<file path="config.mk">
export PLATFORM = sky130hd
export DESIGN_NAME = csd_decode_top
export DESIGN_NICKNAME = d
export VERILOG_FILES = /design/src/rtl/csd_pkg.sv /design/src/rtl/csd_cfg_bank.sv /design/src/rtl/csd_window_match.sv /design/src/rtl/csd_lowest_first.sv /design/src/rtl/csd_decode_top.sv
export SDC_FILE = /design/constraint.sdc
export NUM_CORES = 1
export LEC_CHECK = 0
export CAP_MARGIN = 20
export CELL_PAD_IN_SITES_DETAIL_PLACEMENT = 1
export CELL_PAD_IN_SITES_GLOBAL_PLACEMENT = 1
export CORE_ASPECT_RATIO = 1.2
export CORE_MARGIN = 2
export CORE_UTILIZATION = 49
export DETAILED_ROUTE_END_ITERATION = 10
export GPL_TIMING_DRIVEN = 0
export PLACE_DENSITY_LB_ADDON = 0.15
export SYNTH_ARGS = -nofsm -noshare
export SYNTH_HDL_FRONTEND = slang
export SYNTH_SLANG_ARGS = --single-unit
</file>
<file path="constraint.sdc">
create_clock -name clk -period 4 [get_ports clk]
set_input_delay 1 -clock clk [delete_from_list [all_inputs] [get_ports clk]]
set_output_delay 1 -clock clk [all_outputs]
set_load 0.005 [all_outputs]
</file>
<file path="src/rtl/csd_pkg.sv">
package csd_pkg;
   // Field codes on the configuration write port
   typedef enum logic [1:0] {
      FLD_BASE = 2'd0,
      FLD_MASK = 2'd1,
      FLD_EN   = 2'd2,
      FLD_NONE = 2'd3
   } csd_fld_e;
endpackage

</file>
<file path="src/rtl/csd_cfg_bank.sv">
module csd_cfg_bank
   import csd_pkg::*;
#(
   parameter int NUM_CS = 3,
   parameter int REG_W  = 13,
   parameter int SEL_W  = 2,
   parameter logic [REG_W-1:0] RST_BASE0 = '0,
   parameter logic [REG_W-1:0] RST_MASK0 = '1
) (
   input  logic                         clk,
   input  logic                         rst_n,
   input  logic                         wr_en,
   input  logic [SEL_W-1:0]             wr_cs,
   input  logic [1:0]                   wr_fld,
   input  logic [REG_W-1:0]             wr_data,
   output logic [NUM_CS-1:0][REG_W-1:0] base_o,
   output logic [NUM_CS-1:0][REG_W-1:0] mask_o,
   output logic [NUM_CS-1:0]            en_o
);
   csd_fld_e fld;
   assign fld = csd_fld_e'(wr_fld);

   for (genvar g = 0; g < NUM_CS; g++) begin : g_slot
      // Select 0 comes out of reset covering the boot page; the others are off
      localparam logic [REG_W-1:0] RB = (g == 0) ? RST_BASE0 : '0;
      localparam logic [REG_W-1:0] RM = (g == 0) ? RST_MASK0 : '0;
      localparam logic             RE = (g == 0);

      logic hit;
      assign hit = wr_en && (wr_cs == SEL_W'(g));

      always_ff @(posedge clk or negedge rst_n) begin
         if (!rst_n) begin
            base_o[g] <= RB;
            mask_o[g] <= RM;
            en_o[g]   <= RE;
         end else if (hit) begin
            unique case (fld)
               FLD_BASE: base_o[g] <= wr_data;
               FLD_MASK: mask_o[g] <= wr_data;
               FLD_EN:   en_o[g]   <= wr_data[0];
               FLD_NONE: ;
            endcase
         end
      end
   end
endmodule

</file>
<file path="src/rtl/csd_window_match.sv">
module csd_window_match #(
   parameter int REG_W = 13
) (
   input  logic [REG_W-1:0] page,
   input  logic [REG_W-1:0] base,
   input  logic [REG_W-1:0] mask,
   input  logic             en,
   output logic             hit
);
   // Only bit positions with a set mask take part in the compare
   logic [REG_W-1:0] diff;
   assign diff = (page ^ base) & mask;
   assign hit  = en && (diff == '0);
endmodule

</file>
<file path="src/rtl/csd_lowest_first.sv">
module csd_lowest_first #(
   parameter int N = 3
) (
   input  logic [N-1:0] req,
   output logic [N-1:0] gnt
);
   always_comb begin
      logic taken;
      taken = 1'b0;
      gnt   = '0;
      for (int i = 0; i < N; i++) begin
         if (req[i] && !taken) begin
            gnt[i] = 1'b1;
            taken  = 1'b1;
         end
      end
   end
endmodule

</file>
<file path="src/rtl/csd_decode_top.sv">
module csd_decode_top
   import csd_pkg::*;
#(
   parameter int ADDR_W   = 21,
   parameter int PAGE_LSB = 8,
   parameter int NUM_CS   = 3,
   parameter int SEL_W    = 2,
   parameter logic [ADDR_W-PAGE_LSB-1:0] RST_BASE0 = 13'h1F20,
   parameter logic [ADDR_W-PAGE_LSB-1:0] RST_MASK0 = 13'h1FFF
) (
   input  logic                       clk,
   input  logic                       rst_n,
   input  logic [ADDR_W-1:0]          addr_i,
   input  logic                       addr_vld_i,
   input  logic                       wr_en_i,
   input  logic [SEL_W-1:0]           wr_cs_i,
   input  logic [1:0]                 wr_fld_i,
   input  logic [ADDR_W-PAGE_LSB-1:0] wr_data_i,
   output logic [NUM_CS-1:0]          cs_n_o
);
   localparam int REG_W = ADDR_W - PAGE_LSB;

   if (PAGE_LSB < 1 || PAGE_LSB >= ADDR_W) begin : g_bad_lsb
      $error("csd_decode_top: PAGE_LSB must lie inside the address");
   end
   if (NUM_CS < 1 || NUM_CS > (1 << SEL_W)) begin : g_bad_cs
      $error("csd_decode_top: NUM_CS must fit the select index width");
   end

   logic [NUM_CS-1:0][REG_W-1:0] cfg_base;
   logic [NUM_CS-1:0][REG_W-1:0] cfg_mask;
   logic [NUM_CS-1:0]            cfg_en;
   logic [REG_W-1:0]             page;
   logic [NUM_CS-1:0]            req;
   logic [NUM_CS-1:0]            gnt;
   logic [NUM_CS-1:0]            sel_q;

   assign page = addr_i[ADDR_W-1:PAGE_LSB];

   csd_cfg_bank #(
      .NUM_CS(NUM_CS), .REG_W(REG_W), .SEL_W(SEL_W),
      .RST_BASE0(RST_BASE0), .RST_MASK0(RST_MASK0)
   ) u_cfg (
      .clk(clk), .rst_n(rst_n),
      .wr_en(wr_en_i), .wr_cs(wr_cs_i), .wr_fld(wr_fld_i), .wr_data(wr_data_i),
      .base_o(cfg_base), .mask_o(cfg_mask), .en_o(cfg_en)
   );

   for (genvar g = 0; g < NUM_CS; g++) begin : g_win
      csd_window_match #(.REG_W(REG_W)) u_match (
         .page(page), .base(cfg_base[g]), .mask(cfg_mask[g]),
         .en(cfg_en[g]), .hit(req[g])
      );
   end

   csd_lowest_first #(.N(NUM_CS)) u_pick (.req(req), .gnt(gnt));

   // Registered decode, gated by the valid strobe sampled at the same edge
   always_ff @(posedge clk or negedge rst_n) begin
      if (!rst_n) sel_q <= '0;
      else        sel_q <= addr_vld_i ? gnt : '0;
   end

   assign cs_n_o = ~sel_q;
endmodule

</file>
# After elaboration in Yosys (flattened, before gate mapping)
# Cells that the tools add are included.
# classes
n_addsub	0
n_mul	0
div	0
order_cmp	0
eq_ne	4
n_shift	0
muxes	5
n_bitwise	7
n_reduce_logical	24
# op_table
operator	n
$and 13x13->13	3
$logic_not 13->1	3
$xor 13x13->13	3
$reduce_and 2->1	9
$logic_and 1x1->1	8
$eq 2x1->1 const B	2
$eq 2x2->1 const B	2
$logic_not 2->1	2
$mux 1	4
$mux 3	1
$not 3->3	1
$logic_not 1->1	2
# totals
ff_bits	84
latch_bits	0
mem_bits_rw	0
romBits	0
in_bits	42
output_inout_bits	3
word_cells	50
n_memories	0

# Depth between registers and ports, before layout
# logic_depth
depth_word	12
mapped_depth	5
depth_no_buf	5

# Cells and area by module
# From an unflattened synthesis, not the netlist that was laid out.
# hier_totals
hier_cells	265
area_unflattened_um2	3813.7
# modules_own_cells
mod	n_inst	cells_per_inst	area_each_um2	seq_area_each_um2
csd_cfg_bank	1	184	3145.5	2052.0
csd_window_match	3	23	178.9	0.0
csd_decode_top	1	9	105.1	75.1
csd_lowest_first	1	3	26.3	0.0

# Worst setup path before layout
# OpenSTA, ideal clock, no wires.
# synth_timing
kind	in2reg
startpoint	in wr_cs_i[0]
endpoint	reg u_cfg.base_o[29] in the netlist's numbering
setup_time_ns	0.125
arrival_ns	1.993
required_ns	3.875
path_slack_ns	1.883
stages	5
path_buffers	2
cell_sequence	nand3b_1 > or3_1 > buf_2 > buf_6 > mux2_2
# synth_via
elab_chain_cells	3
# synth_rtl
element	line_no	rtl
from (decl)	csd_decode_top.sv:16	input logic [SEL_W-1:0] wr_cs_i,
$eq 2x2->1	csd_cfg_bank.sv:30	assign hit = wr_en && (wr_cs == SEL_W'(g));
$logic_and 1x1->1	csd_cfg_bank.sv:30	
$reduce_and 2->1 (no source line)	--	
to (signal, indexed assignment)	csd_cfg_bank.sv:39	FLD_BASE: base_o[g] <= wr_data;
to (decl)	csd_cfg_bank.sv:16	output logic [NUM_CS-1:0][REG_W-1:0] base_o,
# Every way passes these cells.
# A chain may end at the register's enable or synchronous reset.

# Worst setup path in the final report
# layout_timing
startpoint	in wr_cs_i[1]
endpoint	reg u_cfg.mask_o[20] in the netlist's numbering
# layout_via
elab_chain_cells	3
# layout_rtl
element	line_no	rtl
$eq 2x1->1	csd_cfg_bank.sv:30	
$logic_and 1x1->1	csd_cfg_bank.sv:30	
$reduce_and 2->1 (no source line)	--	
to (signal, indexed assignment)	csd_cfg_bank.sv:40	FLD_MASK: mask_o[g] <= wr_data;
to (decl)	csd_cfg_bank.sv:17	output logic [NUM_CS-1:0][REG_W-1:0] mask_o,
# Every way passes these cells.

==> key figures <==
Clock network
  – Clock buffer count from CTS: 9
  – Root Driver: clkbuf_8
  – Sink Count: between 80 and 90
  – Setup Fix Bufs, Post-CTS: 0
  – Clk_lat worst skew: 0.36 ns
  – H-tree depth: 3
  – CTS Hold Bufs: 0
  – Clk slew on worst S/H paths: 0.08 ns
  – CTS tree: done
  – Post_cts resized: 0
  – CTS Buffer Depth: 2

Synthesis
  – Synth Area per Inst: 14.3 sq um
  – Post-Synth XOR/XNOR Area: under 10%
  – Post-Syn Area: 3740 sq um
  – Synth Net Count: slightly above 300
  – Part of the Yosys area used for sequential elements: a little under three fifths
  – Largest family of logic cells by synthesized area: multiplexers
  – Synth Area in Compound Gates: under 10%
  – Synth Area in Simple Gates: under 10%
  – Post-Syn Instances: around 260
  – Area leader, netlist: dfrtp_1
  – Cell variety after synth: 21
  – Synthesized flop and latch total: 84
  – Adder-cell share of the synthesized area: 0%
  – Mux cell area share after synthesis: 24.4%
  – Synth top area cells: dfrtp_1 43%, mux2_2 24%, dfstp_2 14%, xor2_1 9.1%, a22oi_1 3.2%
  – Ys Warns: 0
  – Synth top area share: a little over two fifths

Worst setup path
  – Worst r2r dst: sel_q[2]
  – Setup crit end kind: register
  – Startpoint Class: input pin
  – Slowest CP cell: clkdlybuf4s50_1
  – Reg2Reg Depth: 5
  – Reg2Reg Setup Slack: roughly 2.4 ns
  – CP Cell Sequence: clkdlybuf4s50_1 -> nand3b_1 -> nor2_1 -> buf_2 -> mux2_2
  – Critical-path maximum fanout: 10
  – Critical setup path kind: in -> reg
  – Crit path largest cell delay: 0.44 ns
  – Worst r2r src: u_cfg.base_o[27]
  – Arr. time, crit path: 2.88 ns
  – CP required: between 4 and 5 ns
  – Crit path from: wr_cs_i[1]

STA
  – # setup viols final: 0
  – Hold WS: between 0.5 and 0.6 ns
  – Final max-slew violation count: 0
  – Final Cycle Share: about 66%
  – RSZ-0062 raised after global routing: no
  – Hold Vio Cnt, Final: 0
  – Peak Freq: around 380 MHz
  – Layout Skew: between 0.01 and 0.015 ns
  – Fin crit period: ~2.6 ns
  – Slew of the pin with the lowest slew margin: between 0.5 and 0.6 ns
  – Slew headroom: 66.3%

Routing
  – Drt total wl: slightly above 8 mm
  – Pre-antenna DRT Iters: 4
  – Routed WL per cell: 20.2 microns
  – DRC viols: 0
  – Via count: roughly 2200
  – Remaining antenna violation count: 0
  – 1st-iter DRT viols: between 70 and 80
  – Avg Vias per Cell: roughly 5.5

GRT
  – Met1 Use GR: approximately 27%
  – Met3 Usage GRT: between 4 and 5%
  – Vias in the first global route: ~2500
  – Initial antenna violation count: 0
  – First-pass GRT wire length: about 13 mm
  – Met2 Track Usage GR: around 37%
  – Largest net degree at the start of global routing: 58
  – Busiest grt layer: met2
  – Congestion Overflow GR: 0
  – Total GRT Usage: approximately 22%

Power
  – Switching share of power: around a quarter
  – Total Power: around 0.0023 W
  – Comb power frac: around 20%
  – Psw: 0.000594 W
  – Leakage power: about 1.9 nW
  – Clock group share of total power: about 29%
  – Pint: between 0.0015 and 0.002 W
  – Worst vdd ir: about 270 uV
  – Power density cells: 516 nW/um^2
  – Part of the power in registers: ~52%

Worst hold path
  – Hold Crit Depth: 1
  – Min-Delay Endpoint: u_cfg.mask_o[19]
  – Hold crit path type: reg -> reg
  – Worst Hold Launch: u_cfg.mask_o[19]

Floorplan
  – Top-Level Pins: 45
  – Cell Rows: 34
  – Initial core utilization: between 50% and 60%
  – Core area: approximately 7300 sq um
  – Chip height: between 90 and 100 microns
  – Die Footprint: approximately 8300 sq um
  – Die Wd: 83.7 microns

Placed design
  – PortBufs: 36
  – Dpl hpwl: between 5 and 6 mm
  – Gpl congestion: 0.757

Final layout
  – Layout-stage area growth over the synthesis result: 19.1%
  – Nets@finish: 351
  – Layout cells sized above 1: 39.5%
  – Antenna Cells: 0

Status
  – Status: completed

Flow run
  – Max cap viols: 0
==> worst max-delay path: cells and delay by family <==
family | cells | cell delay (ns)
multiplexers | 1 | 0.38
AND/OR/NAND/NOR | 2 | 0.64
buffers and inverters | 2 | 0.84
==> Yosys cell counts (all sizes together) <==
library cell	n
and3b	1
nor4b	1
nand2	4
and4	1
nand2b	4
or3	1
a221oi	1
a22oi	16
xor2	39
nor2	7
dfrtp	64
mux2	81
inv	3
and2	1
buf	7
nor3b	1
nand3b	3
nand4	5
a22o	1
dfstp	20
==> through the flow <==
step	TNS, ns	instance area, sq um	util (%)	setup WS [ns]	instances
floorplan	0	3740	-	1.88	261
global route	0	4450	60.9	1.26	404
CTS	0	4450	60.9	1.34	404
finish	0	4450	60.9	1.35	404
global placement	-70.04	4210	57.5	-1.08	387
detailed placement	0	4240	57.9	0.956	388
==> layout by cell type, fill, tap and decap left out, types with 5 or more instances in the layout <==
master,n
dfstp_2,20
mux2_2,81
dfrtp_1,64
buf_2,6
nor2_1,7
clkbuf_8,10
xor2_1,39
a22oi_1,16
nand4_1,5
clkdlybuf4s50_1,35
==> power groups by stage <==
stage | Clock, W | Combinational [W] | Sequential (W)
3_3_place_gp | 0 | 0.000433 | 0.00119
2_1_floorplan | 0 | 0.000303 | 0.00117
4_1_cts | 0.000679 | 0.000457 | 0.00119
3_5_place_dp | 0 | 0.000452 | 0.00121
5_1_grt | 0.000707 | 0.000498 | 0.00122
6_report | 0.000661 | 0.000448 | 0.00119
==> how the worst max path moves through the flow <==
stage	endpoint	cells past startpoint
after floorplan	u_cfg.base_o[29]	5
after detailed placement	u_cfg.mask_o[20]	5
final	u_cfg.mask_o[20]	5
after global placement	u_cfg.base_o[3]	1
after global routing	u_cfg.mask_o[20]	5
after CTS	u_cfg.mask_o[20]	5
==> area by class of cell <==
| cell class | instances | area (sq um) |
|---|---|---|
| buffer | 7 | 41.3 |
| tap | 90 | 113 |
| clock inverter | 4 | 72.6 |
| inverter | 3 | 11.3 |
| multi-input combinational | 167 | 1560 |
| clock buffer | 12 | 145 |
| sequential | 84 | 2130 |
| timing repair buffer | 37 | 385 |
| fill | 726 | 2860 |
==> per-layer routing <==
layer / vias up / share of wire [%]
met1: 1140 / 45
met2: 36 / 51
met4: 0 / 2.1
met3: 14 / 2.6
li1: 1025 / -
met5: - / 0
==> flip-flops by register name, indices dropped and copies added (netlist names) <==
register,count
u_cfg.mask_o,39
u_cfg.base_o,39
sel_q,3
u_cfg.en_o,3
==> kinds of logic (layout without fill, tap and decap cells) <==
| group | count (synthesis) | count (layout) |
|---|---|---|
| AO/OA/AOI/OAI | 18 | 18 |
| XOR/XNOR | 39 | 39 |
| buffers and inverters | 10 | 63 |
| flip-flops | 84 | 84 |
| multiplexers | 81 | 81 |
| AND/OR/NAND/NOR | 29 | 29 |
Note: power is estimated with default switching activity, not from simulation.
